File: src/rtl/strap_reg_pkg.sv
package strap_reg_pkg;

    localparam int DW        = 8;
    localparam int SADDR_W   = 7;
    localparam int STRAP_W   = 3;

    localparam logic [7:0] REG_ID  = 8'h00;
    localparam logic [7:0] REG_RST = 8'h01;
    localparam logic [7:0] REG_CTL = 8'h03;

    typedef struct packed {
        logic [SADDR_W-1:0] prog;
        logic               sel;
    } id_reg_t;

    typedef struct packed {
        logic vauto;
        logic vmode;
        logic clk_fb;
        logic edge_r;
    } ctl_reg_t;

    typedef enum logic {SRC_STRAP = 1'b0, SRC_PROG = 1'b1} addr_src_e;

    function automatic logic [SADDR_W-1:0] base_addr(input bit rx);
        return rx ? 7'h60 : 7'h58;
    endfunction

    function automatic logic [SADDR_W-1:0] strap_offset(input logic [STRAP_W-1:0] idx);
        logic [SADDR_W-1:0] off;
        case (idx)
            3'd0, 3'd1, 3'd2, 3'd3, 3'd4: off = SADDR_W'(idx);
            3'd5:                         off = 7'd6;
            default:                      off = 7'd0;
        endcase
        return off;
    endfunction

    function automatic logic [7:0] gpo_reg(input bit rx);
        return rx ? 8'h23 : 8'h13;
    endfunction

    function automatic logic [7:0] stat_reg(input bit rx);
        return rx ? 8'h1C : 8'h0C;
    endfunction

    function automatic ctl_reg_t ctl_default(input bit rx);
        ctl_reg_t c;
        c.vauto  = 1'b1;
        c.vmode  = rx ? 1'b0 : 1'b1;
        c.clk_fb = rx ? 1'b0 : 1'b1;
        c.edge_r = 1'b1;
        return c;
    endfunction

endpackage

File: src/rtl/strap_addr_sel.sv
module strap_addr_sel
    import strap_reg_pkg::*;
#(
    parameter bit RX_VARIANT = 1'b0
) (
    input  logic                 clk,
    input  logic                 rst,
    input  logic [STRAP_W-1:0]   strap_idx,
    input  id_reg_t              id_q,
    output logic [SADDR_W-1:0]   slave_addr
);
    localparam logic [SADDR_W-1:0] BASE = base_addr(RX_VARIANT);

    addr_src_e                src;
    logic [SADDR_W-1:0]       strap_addr;
    logic [SADDR_W-1:0]       next_addr;

    always_comb begin
        src        = id_q.sel ? SRC_PROG : SRC_STRAP;
        strap_addr = BASE + strap_offset(strap_idx);
        next_addr  = (src == SRC_PROG) ? id_q.prog : strap_addr;
    end

    always_ff @(posedge clk) begin
        if (rst) slave_addr <= BASE;
        else     slave_addr <= next_addr;
    end

    // override tracks the programmed address one cycle later
    a_r2_override_follows: assert property (@(posedge clk) disable iff (rst)
        id_q.sel |=> slave_addr == $past(id_q.prog));

    // strap-derived address stays inside the six-entry table
    a_r1_table_legal: assert property (@(posedge clk) disable iff (rst)
        !id_q.sel |=> (slave_addr[6:3] == BASE[6:3]) && (slave_addr[2:0] != 3'd5)
                      && (slave_addr[2:0] != 3'd7));
endmodule

File: src/rtl/sc_reset_ctl.sv
module sc_reset_ctl
    import strap_reg_pkg::*;
#(
    parameter int LRST_CYCLES = 4
) (
    input  logic       clk,
    input  logic       rst,
    input  logic       hit,
    input  logic [1:0] cmd,
    output logic [1:0] sc_q,
    output logic       def_restore,
    output logic       logic_rst
);
    localparam int CW = $clog2(LRST_CYCLES + 1);

    logic [CW-1:0] cnt_q;
    logic          load;

    assign load        = hit & cmd[0];
    assign def_restore = hit & cmd[1];
    assign logic_rst   = (cnt_q != '0);

    always_ff @(posedge clk) begin
        if (rst) begin
            sc_q  <= 2'b00;
            cnt_q <= '0;
        end else begin
            sc_q <= hit ? cmd : 2'b00;
            if (load)              cnt_q <= CW'(LRST_CYCLES);
            else if (cnt_q != '0)  cnt_q <= cnt_q - CW'(1);
        end
    end

    // a logic-reset command raises the pulse on the next cycle
    a_r4_pulse_start: assert property (@(posedge clk) disable iff (rst)
        load |=> logic_rst);

    // the pulse never starts without a command
    a_r4_no_spurious: assert property (@(posedge clk) disable iff (rst)
        (!logic_rst && !load) |=> !logic_rst);

    // the restore command bit clears itself after one cycle
    a_r3_selfclear: assert property (@(posedge clk) disable iff (rst)
        (sc_q[1] && !def_restore) |=> !sc_q[1]);
endmodule

File: src/rtl/cfg_regfile.sv
module cfg_regfile
    import strap_reg_pkg::*;
#(
    parameter bit RX_VARIANT = 1'b0,
    parameter int AW         = 8
) (
    input  logic           clk,
    input  logic           rst,
    input  logic           wr_en,
    input  logic [AW-1:0]  reg_addr,
    input  logic [DW-1:0]  wr_data,
    input  logic           def_restore,
    input  logic [1:0]     sc_q,
    input  logic           link_ok,
    input  logic           sig_det,
    output id_reg_t        id_q,
    output ctl_reg_t       ctl_q,
    output logic [DW-1:0]  gpo_q,
    output logic [DW-1:0]  rd_data
);
    localparam ctl_reg_t     CTL_DEF = ctl_default(RX_VARIANT);
    localparam id_reg_t      ID_DEF  = '{prog: base_addr(RX_VARIANT), sel: 1'b0};
    localparam logic [AW-1:0] A_ID   = AW'(REG_ID);
    localparam logic [AW-1:0] A_RST  = AW'(REG_RST);
    localparam logic [AW-1:0] A_CTL  = AW'(REG_CTL);
    localparam logic [AW-1:0] A_GPO  = AW'(gpo_reg(RX_VARIANT));
    localparam logic [AW-1:0] A_STAT = AW'(stat_reg(RX_VARIANT));

    logic [DW-1:0] stat_val;

    always_ff @(posedge clk) begin
        if (rst) begin
            id_q  <= ID_DEF;
            ctl_q <= CTL_DEF;
            gpo_q <= '0;
        end else if (def_restore) begin
            ctl_q <= CTL_DEF;
            gpo_q <= '0;
        end else if (wr_en) begin
            if (reg_addr == A_ID) begin
                id_q <= id_reg_t'(wr_data);
            end else if (reg_addr == A_CTL) begin
                ctl_q.vauto  <= wr_data[5];
                ctl_q.vmode  <= wr_data[4];
                ctl_q.clk_fb <= RX_VARIANT ? 1'b0 : wr_data[1];
                ctl_q.edge_r <= wr_data[0];
            end else if (reg_addr == A_GPO) begin
                gpo_q <= wr_data;
            end
        end
    end

    generate
        if (RX_VARIANT) begin : g_rx_stat
            assign stat_val = {6'b0, sig_det, link_ok};
        end else begin : g_tx_stat
            logic unused_sig;
            assign unused_sig = sig_det;
            assign stat_val   = {5'b0, link_ok, 2'b0};
        end
    endgenerate

    always_comb begin
        rd_data = '0;
        if      (reg_addr == A_ID)   rd_data = id_q;
        else if (reg_addr == A_RST)  rd_data = {6'b0, sc_q};
        else if (reg_addr == A_CTL)  rd_data = {2'b0, ctl_q.vauto, ctl_q.vmode,
                                                2'b0, ctl_q.clk_fb, ctl_q.edge_r};
        else if (reg_addr == A_GPO)  rd_data = gpo_q;
        else if (reg_addr == A_STAT) rd_data = stat_val;
    end

    // the default restore leaves the address register untouched
    a_r3_addr_kept: assert property (@(posedge clk) disable iff (rst)
        def_restore |=> $stable(id_q));

    // the default restore clears the general-purpose outputs
    a_r8_gpo_cleared: assert property (@(posedge clk) disable iff (rst)
        def_restore |=> gpo_q == '0);

    // the default restore returns the edge select to rising
    a_r5_edge_default: assert property (@(posedge clk) disable iff (rst)
        def_restore |=> ctl_q.edge_r);

    // receive variant never enables clock fallback
    a_r7_rx_no_fallback: assert property (@(posedge clk) disable iff (rst)
        RX_VARIANT |-> !ctl_q.clk_fb);
endmodule

File: src/rtl/strap_reg_ctrl.sv
module strap_reg_ctrl
    import strap_reg_pkg::*;
#(
    parameter bit RX_VARIANT  = 1'b0,
    parameter int LRST_CYCLES = 4,
    parameter int AW          = 8
) (
    input  logic          clk,
    input  logic          rst,
    input  logic [2:0]    strap_idx,
    input  logic          wr_en,
    input  logic [AW-1:0] reg_addr,
    input  logic [7:0]    wr_data,
    output logic [7:0]    rd_data,
    input  logic          io_sense_hi,
    input  logic          link_ok,
    input  logic          sig_det,
    output logic [6:0]    slave_addr,
    output logic [7:0]    gpo,
    output logic          edge_rise,
    output logic          io_3v3,
    output logic          clk_fb_en,
    output logic          logic_rst
);
    id_reg_t  id_q;
    ctl_reg_t ctl_q;
    logic [1:0] sc_q;
    logic       def_restore;
    logic       rst_hit;

    assign rst_hit = wr_en && (reg_addr == AW'(REG_RST));

    sc_reset_ctl #(.LRST_CYCLES(LRST_CYCLES)) u_sc (
        .clk         (clk),
        .rst         (rst),
        .hit         (rst_hit),
        .cmd         (wr_data[1:0]),
        .sc_q        (sc_q),
        .def_restore (def_restore),
        .logic_rst   (logic_rst)
    );

    cfg_regfile #(.RX_VARIANT(RX_VARIANT), .AW(AW)) u_rf (
        .clk         (clk),
        .rst         (rst),
        .wr_en       (wr_en),
        .reg_addr    (reg_addr),
        .wr_data     (wr_data),
        .def_restore (def_restore),
        .sc_q        (sc_q),
        .link_ok     (link_ok),
        .sig_det     (sig_det),
        .id_q        (id_q),
        .ctl_q       (ctl_q),
        .gpo_q       (gpo),
        .rd_data     (rd_data)
    );

    strap_addr_sel #(.RX_VARIANT(RX_VARIANT)) u_sel (
        .clk        (clk),
        .rst        (rst),
        .strap_idx  (strap_idx),
        .id_q       (id_q),
        .slave_addr (slave_addr)
    );

    assign edge_rise = ctl_q.edge_r;
    assign clk_fb_en = ctl_q.clk_fb;
    assign io_3v3    = ctl_q.vauto ? io_sense_hi : ctl_q.vmode;

    // with auto-detect off the supply level follows the manual bit
    a_r6_manual_level: assert property (@(posedge clk) disable iff (rst)
        (!ctl_q.vauto && $stable(ctl_q)) |-> io_3v3 == ctl_q.vmode);
endmodule

File: config.mk
export PLATFORM = sky130hd
export DESIGN_NAME = strap_reg_ctrl
export DESIGN_NICKNAME = d
export VERILOG_FILES = /design/src/rtl/strap_reg_pkg.sv /design/src/rtl/strap_addr_sel.sv /design/src/rtl/sc_reset_ctl.sv /design/src/rtl/cfg_regfile.sv /design/src/rtl/strap_reg_ctrl.sv
export SDC_FILE = /design/constraint.sdc
export NUM_CORES = 1
export LEC_CHECK = 0
export BUFFER_PORTS_ARGS = -buffer_cell sky130_fd_sc_hd__buf_2
export CORE_MARGIN = 1.5
export CORE_UTILIZATION = 45
export CTS_CLUSTER_SIZE = 12
export DETAILED_ROUTE_END_ITERATION = 6
export PLACE_DENSITY_LB_ADDON = 0.08
export REMOVE_ABC_BUFFERS = 1
export SLEW_MARGIN = 20
export SYNTH_ARGS = -nofsm -noshare
export SYNTH_HDL_FRONTEND = slang
export SYNTH_HIERARCHICAL = 1
export SYNTH_SLANG_ARGS = --single-unit
File: constraint.sdc
create_clock -name clk -period 5.8 [get_ports clk]
set_input_delay 1.16 -clock clk [delete_from_list [all_inputs] [get_ports clk]]
set_output_delay 1.16 -clock clk [all_outputs]
set_load 0.01 [all_outputs]
# Word level (Yosys, flattened, before mapping)

Cells that the tools add are included.

Memories: 0
Bits in registers: 32
Bits in writable memories: 0
Bits of input ports: 25
Logic and storage cells: 51
ROM bits: 0
Bits in latches: 0
Output and inout bits: 27

Divide/modulo/power cells: 0
Multiplexer cells: 11
Eq/ne operators: 9
Bitwise operators: 6
Multiply operators: 0
Shifts and indexed selects: 0
$lt $le $gt $ge: 0
Reduce and logical (&&, ||, !) cells: 12
Add/subtract/negate cells: 2

Operators by type and width:

| kind                  | count |
|---|---|
| $mux W8               | 4 |
| $mux W3               | 3 |
| $eq A8 B1 Y1 const B  | 1 |
| $eq A8 B2 Y1 const B  | 1 |
| $eq A8 B4 Y1 const B  | 1 |
| $eq A8 B5 Y1 const B  | 1 |
| $logic_not A8 Y1      | 1 |
| $add A7 B3 Y7 const A | 1 |
| $mux W7               | 1 |
| $eq A3 B2 Y1 const B  | 2 |
| $eq A3 B3 Y1 const B  | 2 |
| $pmux W3 S2           | 1 |
| $reduce_and A3 Y1     | 2 |
| $reduce_or A2 Y1      | 3 |
| $reduce_or A5 Y1      | 1 |
| $not A1 Y1            | 4 |
| $reduce_and A4 Y1     | 1 |
| $eq A3 B1 Y1 const B  | 1 |
| $logic_not A3 Y1      | 1 |
| $reduce_bool A3 Y1    | 1 |
| $sub A3 B1 Y3 const B | 1 |
| $and A1 B1 Y1         | 2 |
| $mux W1               | 2 |
| $reduce_bool A2 Y1    | 1 |
| $logic_and A1 B1 Y1   | 1 |

# Depth between registers and ports, before layout

Gate-level depths: netlist (run 1).

Depth in word-level cells: 6
Depth in mapped cells: 6
Mapped depth without buffers: 6

# Hierarchy

Netlist (run 1), hierarchy kept.

By module, submodules not included:

| module         | sequential area each (um2) | cells each | area each (um2) | instances |
|---|---|---|---|---|
| cfg_regfile    | 400.4                      | 131        | 1142.3          | 1 |
| strap_addr_sel | 140.1                      | 23         | 241.5           | 1 |
| sc_reset_ctl   | 100.1                      | 24         | 232.7           | 1 |
| strap_reg_ctrl | 0.0                        | 4          | 42.5            | 1 |

# Worst setup path before layout (run 1)

No wires, ideal clock.

Path kind: input port to output port
From: input reg_addr[3]
To: output rd_data[3]
Data required time: 4.640 ns
Stages on the path: 3
Path buffers: 0
Path slack: 2.254 ns
Arrival time: 2.386 ns
Cells stage by stage: or4_4 > nor3_1 > a32o_1

Word-level cells in the longest chain between the ends: 5
Elaborated cells between the ends (all ways): 8
Classes of those cells: eq/ne (3); mux (4); reduce/logical (1)

RTL lines:

| element      | RTL line             | RTL |
|---|---|---|
| from (decl)  | strap_reg_ctrl.sv:12 | `input logic [AW-1:0] reg_addr,` |
| $eq A8 B5 Y1 | cfg_regfile.sv:69    | `else if (reg_addr == A_GPO) rd_data = gpo_q;` |
| $mux W8      | cfg_regfile.sv:69    |  |
| $mux W8      | cfg_regfile.sv:67    | `else if (reg_addr == A_CTL) rd_data = {2'b0, ctl_q.vauto, ctl_q.vmode,` |
| $mux W8      | cfg_regfile.sv:66    | `else if (reg_addr == A_RST) rd_data = {6'b0, sc_q};` |
| $mux W8 (*)  | cfg_regfile.sv:65    | `if (reg_addr == A_ID) rd_data = id_q;` |
| to (decl)    | strap_reg_ctrl.sv:14 | `output logic [7:0] rd_data,` |

Mark *: on every way between the ends. The rest lies on a longest branch, timed or not.

# Worst setup path in the final report (run 1)

From: input reg_addr[7]
To: output rd_data[2]

Word-level cells in the longest chain between the ends: 6
Elaborated cells between the ends (all ways): 10
Classes of those cells: eq/ne (4); mux (5); reduce/logical (1)

RTL lines:

| element      | RTL line          | RTL |
|---|---|---|
| $eq A8 B4 Y1 | cfg_regfile.sv:70 | `else if (reg_addr == A_STAT) rd_data = stat_val;` |
| $mux W3      | cfg_regfile.sv:70 |  |
| $mux W8      | cfg_regfile.sv:69 |  |
| $mux W8      | cfg_regfile.sv:67 |  |
| $mux W8      | cfg_regfile.sv:66 |  |
| $mux W8 (*)  | cfg_regfile.sv:65 |  |

Marked as above.

==> key figures, run 1 <==
Worst setup path
  – Element type at the critical path start: input port
  – Critical Path RT: 4.64 ns
  – Register-to-register path setup slack: 4.37 ns
  – Data arrival time of the critical path: 3.03 ns
  – Worst setup path startpoint: reg_addr[7]
  – Launch instance of the worst register-to-register path: u_sc/cnt_q[0]
  – CP Capture Type: output pin
  – Largest fanout on the critical path: 18
  – Worst reg-to-reg path cell count: 5
  – Setup Crit Path Kind: input port to output pin
  – Reg-to-reg endpoint: u_sc/cnt_q[1]
  – Worst setup path end: rd_data[2]

Timing
  – Slew at the pin closest to its max-slew limit: 0.823 ns
  – Fraction of the cycle the final worst path needs: 72.2%
  – Min Clock Period, post-route: 4.19 ns
  – Number of failing setup endpoints in the final timing report: 0
  – Worst setup skew after layout: 0.00300 ns
  – Max Slew Vio Count: 0
  – Endpoints failing hold: 0
  – Setup repair after global routing missed its margin: false
  – Slew Limit Headroom: 44.7%
  – Setup slack after layout: 1.61 ns
  – Fin Setup TNS: 0 ns
  – Maximum clock frequency: 239 MHz

Clock network
  – Clock transition at the register clock pins on the worst setup and hold paths after CTS: 0.06 ns
  – H-tree levels: 2
  – TritonCTS clock tree: yes
  – Number of buffers added by the clock tree synthesis step: 5
  – Clock insertion delay at the later pin of the skew report: 0.28 ns
  – Number of clock sinks: 32
  – Hold buffer count at CTS: 0
  – Total setup buffers inserted after CTS: 0
  – Clock tree root buffer cell: sky130_fd_sc_hd__clkbuf_8
  – Longest Clk Path Bufs: 2
  – Resized Gates After CTS: 0

Finish
  – Final net count: 257
  – Area grow syn2layout: 22.3%
  – Non-Filler Instances: 276
  – Cell area after layout: 2030 um^2
  – Share of cells above drive strength 1: 30.4%
  – Core Util, Final: 59.0%
  – Antenna diode count: 0

Yosys
  – Total of warnings raised by yosys: 6
  – Proportion of register bits with asynchronous set or reset after synthesis: 0%
  – Post-Synthesis Cells: 182
  – Area contributors post-synth: sky130_fd_sc_hd__dfxtp_1 39%, sky130_fd_sc_hd__nand2b_1 6.8%, sky130_fd_sc_hd__mux2i_1 6.6%
  – Synth unique cells: 43
  – Fraction of the yosys area taken by sequential cells: 38.6%
  – Cell area after synthesis: 1660 um^2
  – Average cell area after synthesis: 9.12 um^2
  – Number of enable-type register cells in the synthesized netlist: 0
  – Total of flip-flops plus latches after synthesis: 32
  – Cell with the most instances after synthesis: sky130_fd_sc_hd__dfxtp_1
  – Primary flip-flop cell chosen by synthesis mapping: sky130_fd_sc_hd__dfxtp_1
  – Commonest cells in the netlist: 32 x sky130_fd_sc_hd__dfxtp_1, 18 x sky130_fd_sc_hd__nand2b_1, 13 x sky130_fd_sc_hd__a21oi_1
  – Cell accounting for the most synthesized area: sky130_fd_sc_hd__dfxtp_1
  – Share of the synthesized area in the top cell type: 38.6%

Global route
  – Global router's overall resource usage: 21.9%
  – Initial antenna violation count: 0
  – First-pass GRT wire length: 6850 um
  – Leftover overflow at the end of global routing: 0
  – Number of global-route vias before repair: 1483
  – Maximum number of pins on one net before global-route repair: 28

Power and ir drop
  – Cell internal power dissipation: 0.391 mW
  – Leakage Power: 0.810 nW
  – Switching power summed over all nets: 0.134 mW
  – Comb power frac: 16.6%
  – Portion of total power attributed to the clock network: 39.5%
  – Switch share: 25.6%
  – Cell Pwr Density: 259 nW/um^2
  – IR drop worst, VDD: 0.000140 V
  – Seq pwr share: 43.9%

Die
  – Total core area: 3440 um^2
  – Width of the chip: 63.7 um
  – Height of the die: 63.7 um
  – Ports placed on the boundary: 52
  – Total die area: 4060 um^2
  – Number of rows in the core area: 21
  – Starting density of the core: 48.2%

Place
  – GP Congestion: 0.788
  – Pre-CTS worst setup slack: 1.63 ns
  – Total half-perimeter wirelength after legalization and detailed placement: 2970 um
  – Total placed cells including tap cells: 268
  – Placed instance area: 1920 um^2
  – Buffers on Ports: 50

Detailed routing
  – DRT Wirelength: 4230 um
  – Mean number of vias per cell: 5.62
  – Number of detailed-routing iterations run before antenna repair: 4
  – DR iter-0 viols: 76
  – Total via count after detailed routing: 1550
  – Drc violations: 0
  – Antenna-violating nets left: 0
  – Wire per inst: 15.3 um

Hold path
  – Min-delay worst type: register to register

Flow run
  – Total of max-cap violations: 0

Run status
  – Result of the run: finished clean
## metal layers
layer / track usage (%) / share of wire (%) / up-vias
met2: 37.1 / 49 / 56
met1: 27.1 / 45 / 722
met4: 5.71 / 0.43 / 0
met5: 0 / 0 / -
met3: 6.43 / 6.2 / 2
li1: - / - / 770
## placed cells by master (no fill, tap or decap), drive strengths merged, types with 2 or more instances in the layout
| master | Yosys | layout |
|---|---|---|
| ha | 3 | 3 |
| nor3 | 2 | 2 |
| o21ai | 4 | 4 |
| o31ai | 8 | 8 |
| dfxtp | 32 | 32 |
| nor4 | 10 | 10 |
| nor2b | 3 | 3 |
| a32o | 3 | 3 |
| or2 | 2 | 2 |
| a21oi | 13 | 13 |
| clkbuf | 9 | 6 |
| inv | 6 | 6 |
| mux2i | 11 | 11 |
| a31oi | 4 | 4 |
| nand2b | 18 | 18 |
| mux2 | 3 | 3 |
| nor2 | 9 | 9 |
| or3b | 3 | 3 |
| and2 | 3 | 3 |
| nand3 | 4 | 4 |
| buf | 2 | 51 |
| o2bb2ai | 2 | 2 |
| nand2 | 6 | 6 |
| nand4 | 8 | 8 |
## registers in the layout, indices dropped and copies added, names as in the netlist
signal / count
u_sc/cnt_q: 3
u_sel/slave_addr: 7
u_rf/id_q: 8
u_rf/gpo_q: 8
u_rf/ctl_q: 4
u_sc/sc_q: 2
## power by group through the flow
stage / Sequential (mW) / Combinational [mW] / Clock (mW)
final: 0.231 / 0.0873 / 0.208
after global routing: 0.232 / 0.0984 / 0.226
after CTS: 0.231 / 0.0875 / 0.213
after detailed placement: 0.235 / 0.0875 / 0
after global placement: 0.235 / 0.0833 / 0
after floorplan: 0.235 / 0.0541 / 0
## stage by stage
stage               total power, mW  hold WS (ns)
CTS                           0.532         0.486
floorplan                     0.289         0.435
global route                  0.556         0.509
global placement              0.318         0.447
detailed placement            0.323         0.470
finish                        0.526         0.480
## final cells by class
cell class / instances / area, um^2
Tap cell: 46 / 57.6
Fill cell: 330 / 1410
Timing Repair Buffer: 51 / 258
Multi-Input combinational cell: 133 / 943
Inverter: 6 / 22.5
Clock buffer: 6 / 72.6
Sequential cell: 32 / 641
Clock inverter: 2 / 35.0
## worst min-delay path by stage
stage	depth (start not counted)	from	to	slack (ns)
2_1_floorplan	1	u_rf/id_q[7]	u_sel/slave_addr[6]	0.43
3_3_place_gp	1	u_rf/id_q[7]	u_sel/slave_addr[6]	0.45
3_5_place_dp	1	u_rf/id_q[7]	u_sel/slave_addr[6]	0.47
4_1_cts	1	u_rf/id_q[5]	u_sel/slave_addr[4]	0.49
5_1_grt	1	u_rf/id_q[4]	u_sel/slave_addr[3]	0.51
6_report	2	u_rf/id_q[3]	u_sel/slave_addr[2]	0.48
## logic make-up (layout without fill, tap and decap cells)
kind of cell | Yosys count | in the layout | share of synthesized area (%)
AND/OR/NAND/NOR | 77 | 77 | 29.9
XOR/XNOR | 1 | 1 | 0.528
flip-flops | 32 | 32 | 38.6
multiplexers | 14 | 14 | 8.67
buffers and inverters | 17 | 65 | 4.52
adder cells (fa/ha/maj) | 3 | 3 | 2.26
AO/OA/AOI/OAI | 38 | 38 | 15.5
## critical path: stages
cell and delay (ns):
sky130_fd_sc_hd__buf_2 0.12, sky130_fd_sc_hd__or3_1 0.65, sky130_fd_sc_hd__nor3_1 0.74, sky130_fd_sc_hd__a211o_1 0.23
sky130_fd_sc_hd__buf_2 0.12
Power figures use the tool's default switching activity.
==> run 2, diff against run 1 <==
clock period = 3.4 ns   (was 5.8 ns; I/O delays follow)
==> key figures, run 2 (synthesis gave the netlist of run 1 again) <==
Clock network
  – Hold buffer count at CTS: 0 (unchanged)
  – Clock transition at the register clock pins on the worst setup and hold paths after CTS: 0.06 ns (about the same)
  – TritonCTS clock tree: yes
  – Longest Clk Path Bufs: 2 (unchanged)
  – Number of buffers added by the clock tree synthesis step: 5 (unchanged)
  – Total setup buffers inserted after CTS: 0 (unchanged)
  – Clock insertion delay at the later pin of the skew report: 0.28 ns (about the same)
  – H-tree levels: 2 (unchanged)
  – Resized Gates After CTS: 0 (unchanged)
  – Number of clock sinks: 32 (unchanged)
  – Clock tree root buffer cell: sky130_fd_sc_hd__clkbuf_8

Detailed routing
  – Drc violations: 0 (unchanged)
  – DR iter-0 viols: 119 (+57%)
  – Total via count after detailed routing: 1595 (+2.9%)
  – DRT Wirelength: 4240 um (+0.19%)
  – Antenna-violating nets left: 0 (unchanged)
  – Number of detailed-routing iterations run before antenna repair: 4 (unchanged)
  – Wire per inst: 15.2 um (-0.89%)
  – Mean number of vias per cell: 5.72 (+1.8%)

Hold path
  – Min-delay worst type: register to register

Worst setup path
  – Library cell contributing the largest single delay on the critical path: sky130_fd_sc_hd__or4bb_2
  – Largest fanout on the critical path: 10 (-8)
  – Worst path cell trace: buf_2 -> or4bb_2 -> nor2_1 -> a32o_1 -> buf_2
  – CP Capture Type: output pin
  – Buffering stage count on the worst path with inverters included: 2 (unchanged)
  – Critical Path RT: 2.72 ns (-1.92 ns)
  – Most common cell on crit path: sky130_fd_sc_hd__buf_2
  – Element type at the critical path start: input port
  – Setup Crit Path Kind: input port to output pin
  – Delay of the slowest critical-path stage: 0.64 ns (-0.10 ns)
  – Kind of cell adding the most delay to the critical path: simple AND/OR/NAND/NOR gates
  – Data arrival time of the critical path: 2.11 ns (-0.92 ns)

Finish
  – Share of cells above drive strength 1: 31.8% (+1.3 points)
  – Final net count: 260 (+1.2%)
  – Core Util, Final: 59.7% (+0.76 points)
  – Largest registers ranked by flip-flop count: u_rf/gpo_q x8, u_rf/id_q x8, u_sel/slave_addr x7
  – Commonest cells after routing, fill and taps aside: 50 x sky130_fd_sc_hd__buf_2, 32 x sky130_fd_sc_hd__dfxtp_1, 18 x sky130_fd_sc_hd__nand2b_1
  – Antenna diode count: 0 (unchanged)
  – Area grow syn2layout: 23.9%
  – Leading cell type in the layout, fill and taps excluded: sky130_fd_sc_hd__buf_2

Timing
  – Min Clock Period, post-route: 2.79 ns
  – Number of failing setup endpoints in the final timing report: 0 (unchanged)
  – Fin Setup TNS: 0 ns (unchanged)
  – Maximum clock frequency: 358 MHz
  – Setup repair after global routing missed its margin: false
  – Slew Limit Headroom: 49.9% (+5.1 points)
  – Slew at the pin closest to its max-slew limit: 0.746 ns (-0.0762 ns)
  – Worst setup skew after layout: 0.000789 ns (-0.00221 ns)
  – Fraction of the cycle the final worst path needs: 82.1%
  – Endpoints failing hold: 0 (unchanged)
  – Max Slew Vio Count: 0 (unchanged)

Global route
  – Global router's overall resource usage: 22.5% (+0.59 points)
  – First-pass GRT wire length: 7290 um (+6.3%)
  – Initial antenna violation count: 0 (unchanged)
  – Number of global-route vias before repair: 1562 (+5.3%)
  – Leftover overflow at the end of global routing: 0 (unchanged)
  – Maximum number of pins on one net before global-route repair: 28 (unchanged)

Place
  – Buffers on Ports: 50 (unchanged)
  – Total half-perimeter wirelength after legalization and detailed placement: 3090 um (+3.9%)
  – GP Congestion: 0.767 (-2.7%)

Die
  – Number of rows in the core area: 21 (unchanged)
  – Total core area: 3440 um^2 (unchanged)
  – Width of the chip: 63.7 um (unchanged)
  – Total die area: 4060 um^2 (unchanged)
  – Ports placed on the boundary: 52 (unchanged)
  – Starting density of the core: 48.2% (unchanged)
  – Height of the die: 63.7 um (unchanged)

Power and ir drop
  – Leakage Power: 0.823 nW (+1.6%)
  – Cell Pwr Density: 437 nW/um^2 (+69%)
  – Overall power consumption: 0.898 mW (+71%)
  – IR drop worst, VDD: 0.000362 V (+160%)

Flow run
  – Total of max-cap violations: 0 (unchanged)

Run status
  – Result of the run: finished clean
==> run 2: changes by cell type in the layout (fill, tap and decap cells not counted) <==
cell | before | now
sky130_fd_sc_hd__buf_4 | 1 | 4
sky130_fd_sc_hd__clkinvlp_4 | 0 | 1
sky130_fd_sc_hd__clkbuf_1 | 1 | 0
==> run 2: cell type report <==
class,count,area [um^2]
Clock buffer,5,68.8
Clock inverter,3,42.5
Fill cell,332,1390
Inverter,6,22.5
Multi-Input combinational cell,133,943
Sequential cell,32,641
Tap cell,46,57.6
Timing Repair Buffer,54,280
==> run 2: path summary, 6_finish.rpt <==
| kind | endpoint | startpoint | slack (ns) | cells after the start |
|---|---|---|---|---|
| min reg2reg | u_sel/slave_addr[2] | u_rf/id_q[3] | 0.48 | 2 |
| max | rd_data[7] | reg_addr[0] | 0.61 | 5 |
| min | u_sel/slave_addr[2] | u_rf/id_q[3] | 0.48 | 2 |
| max reg2reg | u_sc/cnt_q[1] | u_sc/cnt_q[0] | 1.96 | 5 |
==> run 2: report_power, final <==
group          total [mW]  internal (mW)  switching (mW)
combinational       0.151         0.0649          0.0861
clock               0.354          0.217           0.138
sequential          0.393          0.387         0.00652
==> run 2: worst reg2reg max path: cells and delay by family (launching register included) <==
family                     cells  cell delay [ns]
adders and majority gates      2             0.46
DFF                            1             0.35
and+or+nand+nor                1             0.26
AOI/OAI and AO/OA              1             0.23
buffers and inverters          1             0.05
==> run 2: stage by stage <==
stage | instance area (um^2) | std cells | setup slack [ns] | hold WS, ns
after global routing | 2060 | 279 | 0.552 | 0.495
after detailed placement | 1940 | 271 | 0.629 | 0.470
after floorplan | 1610 | 171 | 0.634 | 0.435
final | 2060 | 279 | 0.610 | 0.483
after CTS | 2060 | 279 | 0.624 | 0.487
after global placement | 1940 | 271 | 0.643 | 0.447
==> run 2: per-layer routing <==
layer | vias up | wire, um | GRT usage, %
met5 | - | 0 | 0
met4 | 0 | 42 | 6.25
met3 | 5 | 320 | 4.64
met2 | 74 | 2000 | 36.6
met1 | 742 | 1880 | 30.1
li1 | 774 | - | -
